**src/rtl/rl_pkg.sv**
```systemverilog
// Shared types for the ring lock controller.
// Assumes: one state register per channel; encodings are local to this block.
package rl_pkg;
    typedef enum logic [1:0] {
        CH_IDLE  = 2'd0,
        CH_SWEEP = 2'd1,
        CH_TRACK = 2'd2
    } ch_state_t;
endpackage

```
**src/rtl/rl_dither.sv**
```systemverilog
// Square dither phase generator shared by all channels.
// Assumes: HALF >= 1 clocks per half period; low half comes first after reset.
module rl_dither #(
    parameter int HALF = 8
) (
    input  logic clk,
    input  logic rst_n,
    output logic hi,
    output logic period_end
);
    localparam int CW = (HALF > 1) ? $clog2(HALF) : 1;

    logic [CW-1:0] cnt;
    logic          last;

    assign last       = (cnt == CW'(HALF - 1));
    assign period_end = last && hi;

    // Count clocks in the half period and flip the phase at its end.
    always_ff @(posedge clk) begin
        if (!rst_n) begin
            cnt <= '0;
            hi  <= 1'b0;
        end else if (last) begin
            cnt <= '0;
            hi  <= ~hi;
        end else begin
            cnt <= cnt + 1'b1;
        end
    end
endmodule

```
**src/rtl/rl_demod.sv**
```systemverilog
// Synchronous demodulator for one ring: signed sum of samples over a dither period.
// Assumes: samples are unsigned DW-bit; ACCW is wide enough for 2*HALF full-scale samples.
module rl_demod #(
    parameter int DW   = 14,
    parameter int ACCW = 20
) (
    input  logic                   clk,
    input  logic                   rst_n,
    input  logic                   hi,
    input  logic                   period_end,
    input  logic                   vld,
    input  logic [DW-1:0]          sample,
    output logic signed [ACCW-1:0] err,
    output logic                   err_vld
);
    logic signed [ACCW-1:0] acc;
    logic signed [ACCW-1:0] s_ext;
    logic signed [ACCW-1:0] contrib;

    assign s_ext   = $signed(ACCW'(sample));
    assign contrib = !vld ? '0 : (hi ? s_ext : -s_ext);

    // Accumulate with the dither sign and publish the result at period end.
    always_ff @(posedge clk) begin
        if (!rst_n) begin
            acc     <= '0;
            err     <= '0;
            err_vld <= 1'b0;
        end else if (period_end) begin
            err     <= acc + contrib;
            err_vld <= 1'b1;
            acc     <= '0;
        end else begin
            acc     <= acc + contrib;
            err_vld <= 1'b0;
        end
    end
endmodule

```
**src/rtl/rl_chan.sv**
```systemverilog
// One ring channel: ramp search, threshold handover, clamped PI tracking.
// Assumes: err_vld pulses once per dither period; TRIP and HOLD are per-ring constants.
module rl_chan
    import rl_pkg::*;
#(
    parameter int                 DW       = 14,
    parameter int                 ACCW     = 20,
    parameter int                 RAMP_DIV = 4,
    parameter int                 RAMP_TOP = 16319,
    parameter int                 AMP      = 64,
    parameter int                 KP_SH    = 4,
    parameter int                 KI_SH    = 6,
    parameter logic signed [31:0] TRIP     = 32'sd2000,
    parameter logic signed [31:0] HOLD     = 32'sd0
) (
    input  logic                   clk,
    input  logic                   rst_n,
    input  logic                   go,
    input  logic                   dith_hi,
    input  logic                   err_vld,
    input  logic signed [ACCW-1:0] err,
    output logic [DW-1:0]          code,
    output logic [DW-1:0]          word,
    output logic                   locked,
    output logic                   fail,
    output logic                   busy,
    output logic                   ramping,
    output logic                   lock_hit
);
    localparam int WW   = ACCW + DW + 4;
    localparam int DIVW = (RAMP_DIV > 1) ? $clog2(RAMP_DIV) : 1;
    localparam logic signed [WW-1:0] CMAX_W = WW'((1 << DW) - 1);

    ch_state_t            st;
    logic [DIVW-1:0]      div;
    logic [DW-1:0]        base;
    logic signed [WW-1:0] integ;
    logic signed [WW-1:0] err_w, trip_w, hold_w, base_w, e_w, ni_w, u_w;
    logic [DW:0]          sum;

    assign busy     = (st != CH_IDLE);
    assign ramping  = (st == CH_SWEEP);

    // Widen the operands and form the trip test and the PI candidate.
    always_comb begin
        err_w    = WW'(err);
        trip_w   = WW'(TRIP);
        hold_w   = WW'(HOLD);
        base_w   = $signed(WW'(base));
        lock_hit = ramping && err_vld && (err_w > trip_w);
        e_w      = err_w - hold_w;
        ni_w     = integ + e_w;
        u_w      = base_w + (e_w >>> KP_SH) + (ni_w >>> KI_SH);
    end

    // Heater code: word plus dither in the high half, clamped; zero when idle.
    always_comb begin
        sum  = {1'b0, word} + (dith_hi ? (DW+1)'(AMP) : '0);
        code = !busy ? '0 : (sum[DW] ? '1 : sum[DW-1:0]);
    end

    // Channel sequencing: idle, ramp search, tracking.
    always_ff @(posedge clk) begin
        if (!rst_n) begin
            st     <= CH_IDLE;
            word   <= '0;
            base   <= '0;
            integ  <= '0;
            div    <= '0;
            locked <= 1'b0;
            fail   <= 1'b0;
        end else begin
            case (st)
                CH_IDLE: begin
                    if (go) begin
                        st     <= CH_SWEEP;
                        word   <= '0;
                        div    <= '0;
                        fail   <= 1'b0;
                        locked <= 1'b0;
                    end
                end
                CH_SWEEP: begin
                    if (lock_hit) begin
                        st     <= CH_TRACK;
                        base   <= word;
                        integ  <= '0;
                        locked <= 1'b1;
                    end else if (div == DIVW'(RAMP_DIV - 1)) begin
                        div <= '0;
                        if (word == DW'(RAMP_TOP)) begin
                            st   <= CH_IDLE;
                            fail <= 1'b1;
                            word <= '0;
                        end else begin
                            word <= word + 1'b1;
                        end
                    end else begin
                        div <= div + 1'b1;
                    end
                end
                CH_TRACK: begin
                    if (err_vld) begin
                        if (u_w < 0) begin
                            word <= '0;
                        end else if (u_w > CMAX_W) begin
                            word <= '1;
                        end else begin
                            word  <= u_w[DW-1:0];
                            integ <= ni_w;
                        end
                    end
                end
                default: st <= CH_IDLE;
            endcase
        end
    end
endmodule

```
**src/rtl/ring_lock_ctrl.sv**
```systemverilog
// Top: shared dither, one demodulator and one channel per ring, sequential start chain.
// Assumes: per-ring constants packed 32 bits per ring, ring 0 in the low word.
module ring_lock_ctrl #(
    parameter int                      N_RING      = 2,
    parameter int                      DW          = 14,
    parameter int                      DITHER_HALF = 8,
    parameter int                      DITHER_AMP  = 64,
    parameter int                      RAMP_DIV    = 4,
    parameter int                      RAMP_TOP    = (1 << DW) - 1 - DITHER_AMP,
    parameter int                      KP_SH       = 4,
    parameter int                      KI_SH       = 6,
    parameter logic [N_RING*32-1:0]    TRIP_LVL    = {32'd2500, 32'd2000},
    parameter logic [N_RING*32-1:0]    HOLD_REF    = {32'd40, 32'd0}
) (
    input  logic                 clk,
    input  logic                 rst_n,
    input  logic                 start,
    input  logic                 adc_valid,
    input  logic [N_RING*DW-1:0] adc_sample,
    output logic [N_RING*DW-1:0] dac_code,
    output logic [N_RING-1:0]    locked,
    output logic [N_RING-1:0]    fail
);
    localparam int ACCW = DW + $clog2(2 * DITHER_HALF) + 2;

    logic                   hi, period_end;
    logic [N_RING-1:0]      go, busy_v, ramp_v, lock_hit;
    logic [N_RING*DW-1:0]   word_flat;

    rl_dither #(.HALF(DITHER_HALF)) u_dith (
        .clk(clk), .rst_n(rst_n), .hi(hi), .period_end(period_end)
    );

    for (genvar i = 0; i < N_RING; i++) begin : g_ring
        logic signed [ACCW-1:0] err;
        logic                   err_vld;

        // Ring 0 starts on an accepted start; later rings start on the previous lock.
        if (i == 0) begin : g_first
            assign go[i] = start && !(|busy_v);
        end else begin : g_next
            assign go[i] = lock_hit[i-1];
        end

        rl_demod #(.DW(DW), .ACCW(ACCW)) u_dem (
            .clk(clk), .rst_n(rst_n), .hi(hi), .period_end(period_end),
            .vld(adc_valid), .sample(adc_sample[i*DW +: DW]),
            .err(err), .err_vld(err_vld)
        );

        rl_chan #(
            .DW(DW), .ACCW(ACCW), .RAMP_DIV(RAMP_DIV), .RAMP_TOP(RAMP_TOP),
            .AMP(DITHER_AMP), .KP_SH(KP_SH), .KI_SH(KI_SH),
            .TRIP($signed(TRIP_LVL[i*32 +: 32])),
            .HOLD($signed(HOLD_REF[i*32 +: 32]))
        ) u_ch (
            .clk(clk), .rst_n(rst_n), .go(go[i]), .dith_hi(hi),
            .err_vld(err_vld), .err(err),
            .code(dac_code[i*DW +: DW]), .word(word_flat[i*DW +: DW]),
            .locked(locked[i]), .fail(fail[i]), .busy(busy_v[i]),
            .ramping(ramp_v[i]), .lock_hit(lock_hit[i])
        );
    end
endmodule

```
**config.mk**
```make
export PLATFORM = sky130hd
export DESIGN_NAME = ring_lock_ctrl
export DESIGN_NICKNAME = d
export VERILOG_FILES = /design/src/rtl/rl_pkg.sv /design/src/rtl/rl_dither.sv /design/src/rtl/rl_demod.sv /design/src/rtl/rl_chan.sv /design/src/rtl/ring_lock_ctrl.sv
export SDC_FILE = /design/constraint.sdc
export NUM_CORES = 1
export LEC_CHECK = 0
export BUFFER_PORTS_ARGS = -buffer_cell sky130_fd_sc_hd__buf_2
export CAP_MARGIN = 25
export CORE_MARGIN = 10
export CORE_UTILIZATION = 60
export DETAILED_ROUTE_END_ITERATION = 6
export MAX_ROUTING_LAYER = met4
export PLACE_DENSITY = 0.77
export SETUP_SLACK_MARGIN = 0.15
export SLEW_MARGIN = 30
export SYNTH_ARGS = -nofsm -noshare
export SYNTH_HDL_FRONTEND = slang
export SYNTH_SLANG_ARGS = --single-unit
export TNS_END_PERCENT = 10
```
**constraint.sdc**
```tcl
create_clock -name clk -period 12.3 [get_ports clk]
set_input_delay 1.23 -clock clk [delete_from_list [all_inputs] [get_ports clk]]
set_output_delay 1.23 -clock clk [all_outputs]
set_load 0.01 [all_outputs]
```
==> results of run 1 <==
==> placed cells by master, fill, tap and decap left out, drive strengths merged, types with 29 or more instances in the layout <==
master,Yosys,routed
fa,34,34
nor3,58,58
nand3,64,64
xnor2,104,104
dfxtp,229,229
inv,142,143
nor2,273,273
or3,29,29
o21ai,213,213
nand4,35,35
xor2,68,68
clkbuf,103,38
a21oi,270,270
and3,34,34
buf,7,81
a211oi,30,30
a21o,73,73
ha,231,231
nand2,192,192
==> worst max-delay path, delay by kind of cell, from the launching register on <==
family | cells | cell delay, ps
AO/OA/AOI/OAI | 17 | 4080
XOR/XNOR | 1 | 210
adder cells (fa/ha/maj) | 3 | 1060
buffers and inverters | 4 | 870
flip-flops | 1 | 310
AND/OR/NAND/NOR | 12 | 3080
==> registers in the layout (all words and copies together) (netlist names) <==
signal and count:
g_ring.u_ch.integ 76, g_ring.u_dem.acc 40, g_ring.u_dem.err 40, g_ring.u_ch.base 28
g_ring.u_ch.word 28, g_ring.u_ch.div 4, g_ring.u_ch.st 4, u_dith.cnt 3
g_ring.u_ch.fail 2, g_ring.u_ch.locked 2, g_ring.u_dem.err_vld 1, u_dith.hi 1
==> how the worst max path moves through the flow <==
stage / startpoint / end / slack [ps] / depth (start not counted)
after floorplan: g_ring[1].u_dem.err[3] / g_ring[1].u_ch.integ[8] / 4570 / 36
after CTS: g_ring[1].u_dem.err[3] / g_ring[1].u_ch.integ[5] / 2790 / 37
final: g_ring[1].u_dem.err[3] / g_ring[1].u_ch.integ[5] / 2580 / 37
after global routing: g_ring[1].u_dem.err[3] / g_ring[1].u_ch.integ[5] / 1870 / 37
after detailed placement: g_ring[1].u_dem.err[3] / g_ring[1].u_ch.integ[5] / 2880 / 37
after global placement: g_ring[1].u_dem.err[3] / g_ring[1].u_ch.integ[5] / 3220 / 37
==> synthesized netlist by cell type, types with 19 or more instances <==
cell type  number  area share
a211oi_1       29       0.011
a21o_1         73       0.027
a21oi_1       268       0.067
a31oi_1        26      0.0081
and2_1         19      0.0059
and3_1         34       0.011
clkbuf_1      102       0.019
dfxtp_1       229        0.23
fa_1           34       0.034
ha_1          231        0.14
inv_1         142       0.027
mux2i_1        25       0.012
nand2_1       192       0.036
nand2b_1       25      0.0078
nand3_1        64       0.016
nand4_1        35       0.011
nor2_1        273       0.051
nor2b_1        24      0.0075
nor3_1         58       0.014
o21a_1         25      0.0094
o21ai_0       211       0.053
o21bai_1       21      0.0079
o22ai_1        23      0.0072
or2_2          27      0.0084
or3_1          29      0.0091
or4_1          25      0.0094
xnor2_1       104       0.045
xor2_1         68       0.030
==> area by class of cell <==
| class | instances | area, µm² |
|---|---|---|
| sequential | 229 | 4580 |
| clock inverter | 14 | 235 |
| multi-input combinational | 2131 | 14600 |
| clock buffer | 38 | 838 |
| tap | 442 | 553 |
| timing repair buffer | 81 | 454 |
| inverter | 144 | 543 |
| fill | 2848 | 10900 |
==> metrics by stage <==
stage / hold WS [ps] / cells / worst slack, ps / util
after floorplan: 404 / 2614 / 4570 / -
after global placement: 413 / 3027 / 3220 / 0.632
after detailed placement: 425 / 3027 / 2880 / 0.632
after CTS: 435 / 3079 / 2790 / 0.665
after global routing: 459 / 3079 / 1870 / 0.665
final: 433 / 3079 / 2580 / 0.665
==> layer usage <==
metal	wire length (µm)	GRT usage
met1	27800	0.397
met2	23300	0.389
met3	4390	0.0393
met4	709	0.0408
met5	0	-
==> cell families after synthesis <==
kind of cell             synth area share
AND/OR/NAND/NOR                     0.206
multiplexers                       0.0142
XOR/XNOR                           0.0752
adder cells (fa/ha/maj)             0.178
buffers and inverters              0.0485
AO/OA/AOI/OAI                       0.249
flip-flops                          0.229
==> report_power, final <==
| group | internal, W | switching [W] | leakage [nW] |
|---|---|---|---|
| logic | 0.000125 | 0.000234 | 7.35 |
| clock network | 0.000584 | 0.000363 | 0.519 |
| registers | 0.000776 | 0.0000149 | 1.85 |
==> run summary, run 1 <==
status -> completed
Worst-Skew Late Latency -> 580 ps
Root Driver -> clkbuf_16
Global Route Usage Sum -> 0.270
first-pass GRT wire length -> 91.3 mm
remaining global-route overflow -> 0
setup repair bufs after CTS -> 0
ant diodes -> 0
Worst EP required -> 12,800 ps
cells after synthesis -> 2,614
Hold Buf Count CTS -> 0
drt wl/cell -> 18.3 µm
total power -> 0.00210 W
nets -> 2,912
fraction of registers with async set/reset -> 0
slew margin rel. -> 0.353
min-delay src -> u_dith.cnt[0]
Initial Util -> 0.613
drt first-iter violations -> 1,590
Die Span X -> 203 µm
Slew @ Worst Pin -> 946 ps
final hold violations -> 0
Clock Tree Buf Depth -> 3
GPL Wtd Cong -> 0.961
pwr dens -> 96.4 nW/µm²
post-cts resize count -> 0
Most common cell on crit path -> a21oi_1
Port Buffers -> 63
# DRC -> 0
Via density -> 6.21
Pre-Repair DR Iteration Count -> 5
Final HPWL DP -> 42.5 mm
Finished Cell Area -> 21,800 µm²
fin crit period -> 9720 ps
r2r endpoint -> g_ring[1].u_ch.integ[5]
clk slew on worst S/H paths -> 70 ps
hold path cells -> 1
syn_nets -> 2,911
CP Class -> reg -> reg
H-tree depth -> 1
Synth Area per Inst -> 7.66 µm²
vias in the first global route -> 17,532
io pins -> 64
CTS sink count -> 229
crit-path max FO -> 50
die footprint -> 41,100 µm²
count of cell types in the netlist -> 78
synthesized area -> 20,000 µm²
kind of end point of the critical path -> flop
Die Y -> 203 µm
layout cell share with drive strength beyond 1 -> 0.0709
Seq/Total Area, Yosys -> 0.229
CORE AREA -> 32,700 µm²
area grow syn2layout -> 8.61%
Reg2Reg Depth -> 37
worst reg-to-reg setup slack -> 2580 ps
slowest cell on the critical path -> nor4_1
setup violators final -> 0
setup total negative slack -> 0 ps
row cnt -> 66
number of antenna violations at the first check in global routing -> 0
placed cell areas -> 20,700 µm²
max-cap violation count -> 0
CTS tree -> built
Max Clk Rate -> 103 MHz
predominant post-synthesis flop cell -> dfxtp_1
synth warn -> 0
VDD IR-drop max -> 0.000130 V
CTS buffer count -> 28
Routed WL -> 56.2 mm
Yosys reg bits -> 229
CP peak stage delay -> 650 ps
Pins Over Slew Limit -> 0
worst hold path endpoint -> u_dith.cnt[0]
clk_skew -> 32.2 ps
Worst Hold Class -> reg -> reg
Crit Reg-Reg Startpoint -> g_ring[1].u_dem.err[3]
Post-synth EDFFs -> 0
routed vias -> 19,128
Worst Path Arrival -> 10,220 ps
RSZ-0062 raised after global routing -> no
startpoint types -> flop
fin crit share -> 0.790
cell leakage power -> 9.73 nW
Final ANT Viol Nets -> 0
largest net degree at the start of global routing -> 90
No activity file was read; power rests on OpenSTA's default activity.
==> run 2, diff against run 1 <==
Settings changed: CORE_UTILIZATION 60 to 58, PLACE_DENSITY 0.77 to 0.78.
Clock period 12.3 ns to 8.9 ns, I/O delays scaled along.
==> run 2 against run 1 <==
Net effect:
- core utilization fell by 3.2 points
- combinational power rose by 43%
- first-iteration DRC count fell by 4.1%
- wire length rose by 0.69%
- clock skew fell by 14 ps
- register-to-register slack got worse by 1800 ps
- largest cell class unchanged
==> run summary, run 2 (synthesis results as in run 1) <==
Worst Path Arrival -> 8540 ps (-1680 ps)
cell leakage power -> 9.73 nW (about the same)
ant diodes -> 0 (unchanged)
routed vias -> 19,178 (+0.26%)
Hold Buf Count CTS -> 0 (unchanged)
fin crit period -> 8080 ps (-1640 ps)
Max Clk Rate -> 124 MHz (+20%)
max reg flops -> 76 (unchanged)
Final ANT Viol Nets -> 0 (unchanged)
Final HPWL DP -> 42.9 mm (+0.92%)
drt first-iter violations -> 1,525 (-4.1%)
Int Power -> 0.00192 W (+29%)
final hold violations -> 0 (unchanged)
CORE AREA -> 34,300 µm² (+4.9%)
drt wl/cell -> 18.3 µm (+0.14%)
Largest regs -> g_ring.u_ch.integ x76, g_ring.u_dem.acc x40, g_ring.u_dem.err x40
clk_skew -> 18.3 ps (-14.0 ps)
CP peak stage delay -> 440 ps (-210 ps)
placed cells -> 3,048 (+0.69%)
Port Buffers -> 63 (unchanged)
GR Util met1 -> 0.379 (-0.0188)
total power -> 0.00278 W (+32%)
part of the power in registers -> 0.393 (+0.016)
Slew @ Worst Pin -> 820 ps (-125 ps)
die footprint -> 42,400 µm² (+3.1%)
area grow syn2layout -> 8.48%
# DRC -> 0 (unchanged)
crit-path max FO -> 22 (-56%)
kind of end point of the critical path -> flop
Initial Util -> 0.584 (-0.0283)
Clock Tree Buf Depth -> 3 (unchanged)
Worst EP required -> 9360 ps (-3440 ps)
Most flops, register -> g_ring.u_ch.integ
Pins Over Slew Limit -> 0 (unchanged)
vias in the first global route -> 17,811 (+1.6%)
max-cap violation count -> 0 (unchanged)
number of antenna violations at the first check in global routing -> 0 (unchanged)
most frequent cells in the layout -> nor2_1, a21oi_1, ha_1
grt met3 use -> 0.0398 (+0.000487)
slowest cell on the critical path -> a2111oi_4
remaining global-route overflow -> 0 (unchanged)
post-cts resize count -> 0 (unchanged)
Via density -> 6.19 (-0.29%)
CTS buffer count -> 27 (-3.6%)
clock power share -> 0.422 (-0.030)
Die Y -> 206 µm (+1.5%)
slew margin rel. -> 0.446 (+0.0927)
setup total negative slack -> 0 ps (unchanged)
first-pass GRT wire length -> 90.8 mm (-0.54%)
setup repair bufs after CTS -> 0 (unchanged)
GPL Wtd Cong -> 0.966 (+0.57%)
Die Span X -> 206 µm (+1.5%)
status -> completed
VDD IR-drop max -> 0.000152 V (+17%)
Switch Pwr -> 0.000854 W (+39%)
met2 Use GR -> 0.389 (about the same)
Most common cell on crit path -> ha_1
Root Driver -> clkbuf_16
switch share -> 0.307 (+0.0155)
H-tree depth -> 1 (unchanged)
CP Class -> reg -> reg
commonest non-fill, non-tap cell in the layout -> nor2_1
GR peak layer -> met2
Global Route Usage Sum -> 0.265 (-0.00550)
RSZ-0062 raised after global routing -> no
clk slew on worst S/H paths -> 60 ps (about the same)
Worst-Skew Late Latency -> 550 ps (-30 ps)
layout cell share with drive strength beyond 1 -> 0.0738 (+0.00292)
Logic pwr share -> 0.185 (+0.014)
fin crit share -> 0.908 (+0.117)
Routed WL -> 56.6 mm (+0.69%)
fin cells -> 3,096 (+0.55%)
io pins -> 64 (unchanged)
Pre-Repair DR Iteration Count -> 7 (+2)
Worst Hold Class -> reg -> reg
CTS sink count -> 229 (unchanged)
CTS tree -> built
startpoint types -> flop
pwr dens -> 128 nW/µm² (+33%)
setup violators final -> 0 (unchanged)
worst hold margin -> 439 ps (+6.33 ps)
largest net degree at the start of global routing -> 58 (-36%)
row cnt -> 68 (+3.0%)
nets -> 2,919 (+0.24%)
[run 2: cell count changes in the layout (fill, tap and decap cells not counted), sizes merged]
cell,change
clkinvlp,-2
inv,+7
clkinv,+1
buf,+8
clkbuf,-8
bufinv,-2
[run 2: layout make-up]
cell class                      instances  area (µm²)
Multi-Input combinational cell       2131       14600
Fill cell                            3044       12600
Sequential cell                       229        4580
Clock inverter                         18         208
Tap cell                              455         569
Clock buffer                           30         717
Timing Repair Buffer                   89         526
Inverter                              144         543
[run 2: worst max-delay path: cells and delay by family (launching register included)]
family | cells | cell delay (ps)
compound gates | 13 | 2450
xor+xnor | 2 | 490
fa+ha+maj | 4 | 1220
buf+inv | 5 | 800
flops | 1 | 320
simple gates | 13 | 2680
[run 2: layer usage]
metal | share of wire | up-vias | wire length, µm
met5 | 0 | - | 0
met4 | 0.016 | 0 | 918
met3 | 0.086 | 67 | 4850
met2 | 0.42 | 675 | 23900
met1 | 0.48 | 8996 | 26900
li1 | - | 9440 | -
[run 2: through the flow]
step           worst slack (ps)  cell area (µm²)  utilization
2_1_floorplan              1170            20000            -
3_3_place_gp                403            20700        0.604
3_5_place_dp                359            20700        0.605
4_1_cts                     259            21700        0.632
5_1_grt                     126            21700        0.634
6_report                    822            21700        0.634
[run 2: power by group through the flow]
stage | clock network (W) | logic [W] | registers (W)
4_1_cts | 0.00118 | 0.000502 | 0.00109
5_1_grt | 0.00123 | 0.000565 | 0.00110
2_1_floorplan | 0 | 0.000364 | 0.00111
3_3_place_gp | 0 | 0.000473 | 0.00111
6_report | 0.00117 | 0.000513 | 0.00109
3_5_place_dp | 0 | 0.000493 | 0.00111
[run 2: worst paths after layout]
kind                          start                       end  slack (ps)  depth (start not counted)
max          g_ring[1].u_dem.err[3]  g_ring[1].u_ch.integ[18]         820                         37
min                   u_dith.cnt[0]             u_dith.cnt[0]         440                          1
max reg2reg  g_ring[1].u_dem.err[3]  g_ring[1].u_ch.integ[18]         820                         37
min reg2reg           u_dith.cnt[0]             u_dith.cnt[0]         440                          1
==> run 3, diff against run 2 <==
Settings changed: CORE_UTILIZATION 58 to 59, CTS_BUF_LIST set to sky130_fd_sc_hd__clkbuf_4 sky130_fd_sc_hd__clkbuf_8, PLACE_DENSITY 0.78 to 0.79.
==> run 3 against run 2 <==
Net effect:
- maximum frequency is 2.7% lower
- design area rose by 0.56%
- largest power group unchanged
- hold slack got worse by 7.9 ps
==> run summary, run 3 (synthesis results as in run 1) <==
# DRC -> 0 (unchanged)
total power -> 0.00282 W (+1.5%)
Routed WL -> 57.1 mm (+0.95%)
Hold Buf Count CTS -> 0 (unchanged)
nets -> 2,940 (+0.72%)
vias in the first global route -> 17,975 (+0.92%)
CP peak stage delay -> 830 ps (+390 ps)
Most flops, register -> g_ring.u_ch.integ
worst reg-to-reg setup slack -> 600 ps (-220 ps)
Max Clk Rate -> 120 MHz (-2.7%)
Crit Reg-Reg Startpoint -> g_ring[1].u_dem.err[3]
routed vias -> 19,485 (+1.6%)
final hold violations -> 0 (unchanged)
H-tree depth -> 2 (+1)
setup violators final -> 0 (unchanged)
Final ANT Viol Nets -> 0 (unchanged)
Worst Path Arrival -> 8760 ps (+220 ps)
Worst EP required -> 9360 ps (about the same)
CTS sink count -> 229 (unchanged)
Via density -> 6.24 (+0.69%)
row cnt -> 67 (-1.5%)
hold path cells -> 1 (unchanged)
area grow syn2layout -> 9.09%
drt first-iter violations -> 1,800 (+18%)
max-cap violation count -> 0 (unchanged)
layout cell share with drive strength beyond 1 -> 0.0856 (+0.0118)
min-delay src -> u_dith.cnt[0]
commonest non-fill, non-tap cell in the layout -> nor2_1
Worst Slack Setup Final -> 600 ps (-222 ps)
CTS tree -> built
die footprint -> 41,700 µm² (-1.5%)
io pins -> 64 (unchanged)
Finished Cell Area -> 21,900 µm² (+0.56%)
pwr dens -> 129 nW/µm² (+0.94%)
number of antenna violations at the first check in global routing -> 0 (unchanged)
Slew @ Worst Pin -> 1040 ps (+217 ps)
Initial Util -> 0.597 (+0.0132)
cell leakage power -> 9.82 nW (+0.96%)
r2r endpoint -> g_ring[1].u_ch.integ[27]
Die Span X -> 204 µm (-0.77%)
Final Util -> 0.652 (+0.0179)
Final HPWL DP -> 43.0 mm (+0.18%)
kind of end point of the critical path -> flop
CORE AREA -> 33,500 µm² (-2.2%)
setup total negative slack -> 0 ps (unchanged)
fin crit share -> 0.933 (+0.0250)
RSZ-0062 raised after global routing -> no
largest net degree at the start of global routing -> 75 (+29%)
Pins Over Slew Limit -> 0 (unchanged)
fin crit period -> 8300 ps (+222 ps)
startpoint types -> flop
placed cell areas -> 20,700 µm² (about the same)
GPL Wtd Cong -> 0.981 (+1.5%)
Port Buffers -> 63 (unchanged)
most frequent cells in the layout -> nor2_1, a21oi_1, ha_1
Die Y -> 204 µm (-0.77%)
CTS buffer count -> 43 (+59%)
crit-path max FO -> 26 (+18%)
Worst-Skew Late Latency -> 620 ps (+70 ps)
sequential cell area -> 4580 µm² (unchanged)
slew margin rel. -> 0.309 (-0.137)
status -> completed
slowest cell on the critical path -> a32oi_4
Clock Tree Buf Depth -> 3 (unchanged)
Root Driver -> clkbuf_8
clk slew on worst S/H paths -> 60 ps (about the same)
drt wl/cell -> 18.3 µm (about the same)
max reg flops -> 76 (unchanged)
remaining global-route overflow -> 0 (unchanged)
Reg2Reg Depth -> 35 (-5.4%)
first-pass GRT wire length -> 92.1 mm (+1.4%)
VDD IR-drop max -> 0.000164 V (+7.7%)
Setup WS pre-CTS -> 387 ps (+28.7 ps)
worst hold path endpoint -> u_dith.cnt[0]
clk_skew -> 35.1 ps (+16.9 ps)
Pre-Repair DR Iteration Count -> 6 (-1)
Largest regs -> g_ring.u_ch.integ x76, g_ring.u_dem.acc x40, g_ring.u_dem.err x40
Worst Hold Class -> reg -> reg
Multi-input gate area -> 14,600 µm² (-0.16%)
Global Route Usage Sum -> 0.274 (+0.00911)
CP Class -> reg -> reg
Filler cells -> 2,928 (-3.8%)
run 3: cell count changes in the layout (fill, tap and decap cells not counted), sizes merged:
| cell | previous run | this run |
|---|---|---|
| clkbuf | 30 | 59 |
| inv | 150 | 144 |
| buf | 89 | 93 |
| bufinv | 3 | 6 |
| clkinv | 8 | 11 |
| clkinvlp | 1 | 2 |
| diode | 0 | 1 |
run 3: area by class of cell:
type | instances | share of cell area
Clock inverter | 19 | 0.0117
Tap cell | 448 | 0.0256
Antenna cell | 1 | 0.000115
Inverter | 144 | 0.0248
Multi-Input combinational cell | 2131 | 0.666
Sequential cell | 229 | 0.210
Clock buffer | 58 | 0.0342
Timing Repair Buffer | 94 | 0.0273
run 3: where the power goes:
part,internal [W],switching [W],leakage (nW)
clock,0.000725,0.000501,0.527
sequential,0.00107,0.0000211,1.85
combinational,0.000173,0.000325,7.44
total,0.00197,0.000848,9.82
run 3: how the worst max path moves through the flow:
stage / depth (start not counted) / to / from / slack, ps
6_report: 35 / g_ring[1].u_ch.integ[27] / g_ring[1].u_dem.err[3] / 600
4_1_cts: 36 / g_ring[1].u_ch.integ[21] / g_ring[1].u_dem.err[3] / 300
3_5_place_dp: 36 / g_ring[1].u_ch.integ[21] / g_ring[1].u_dem.err[3] / 390
2_1_floorplan: 36 / g_ring[1].u_ch.integ[8] / g_ring[1].u_dem.err[3] / 1170
3_3_place_gp: 36 / g_ring[1].u_ch.integ[18] / g_ring[1].u_dem.err[3] / 710
5_1_grt: 35 / g_ring[1].u_ch.integ[27] / g_ring[1].u_dem.err[3] / 210
run 3: repair_timing:
| action | CTS | global route |
|---|---|---|
| endpoints found under the setup margin | 0 | 52 |
| resized for setup | 0 | 13 |
| buffers inserted | 0 | 4 |
run 3: stage by stage:
| step | cells | hold WS (ps) |
|---|---|---|
| 3_3_place_gp | 3041 | 414 |
| 4_1_cts | 3118 | 433 |
| 2_1_floorplan | 2614 | 404 |
| 3_5_place_dp | 3041 | 424 |
| 6_report | 3124 | 431 |
| 5_1_grt | 3123 | 463 |
run 3: worst max-delay path: cells and delay by family (launching register included):
kind,cells,cell delay (ps)
xor gates and xnor gates,2,470
muxes,1,160
and+or+nand+nor,9,1760
AOI/OAI and AO/OA,15,3480
DFF,1,310
buffers and inverters,4,650
adders and majority gates,4,1310
run 3: routing by layer:
metal,share of wire,global-route usage
met5,0,-
met4,0.018,0.0651
met2,0.41,0.384
met1,0.48,0.395
met3,0.090,0.0525
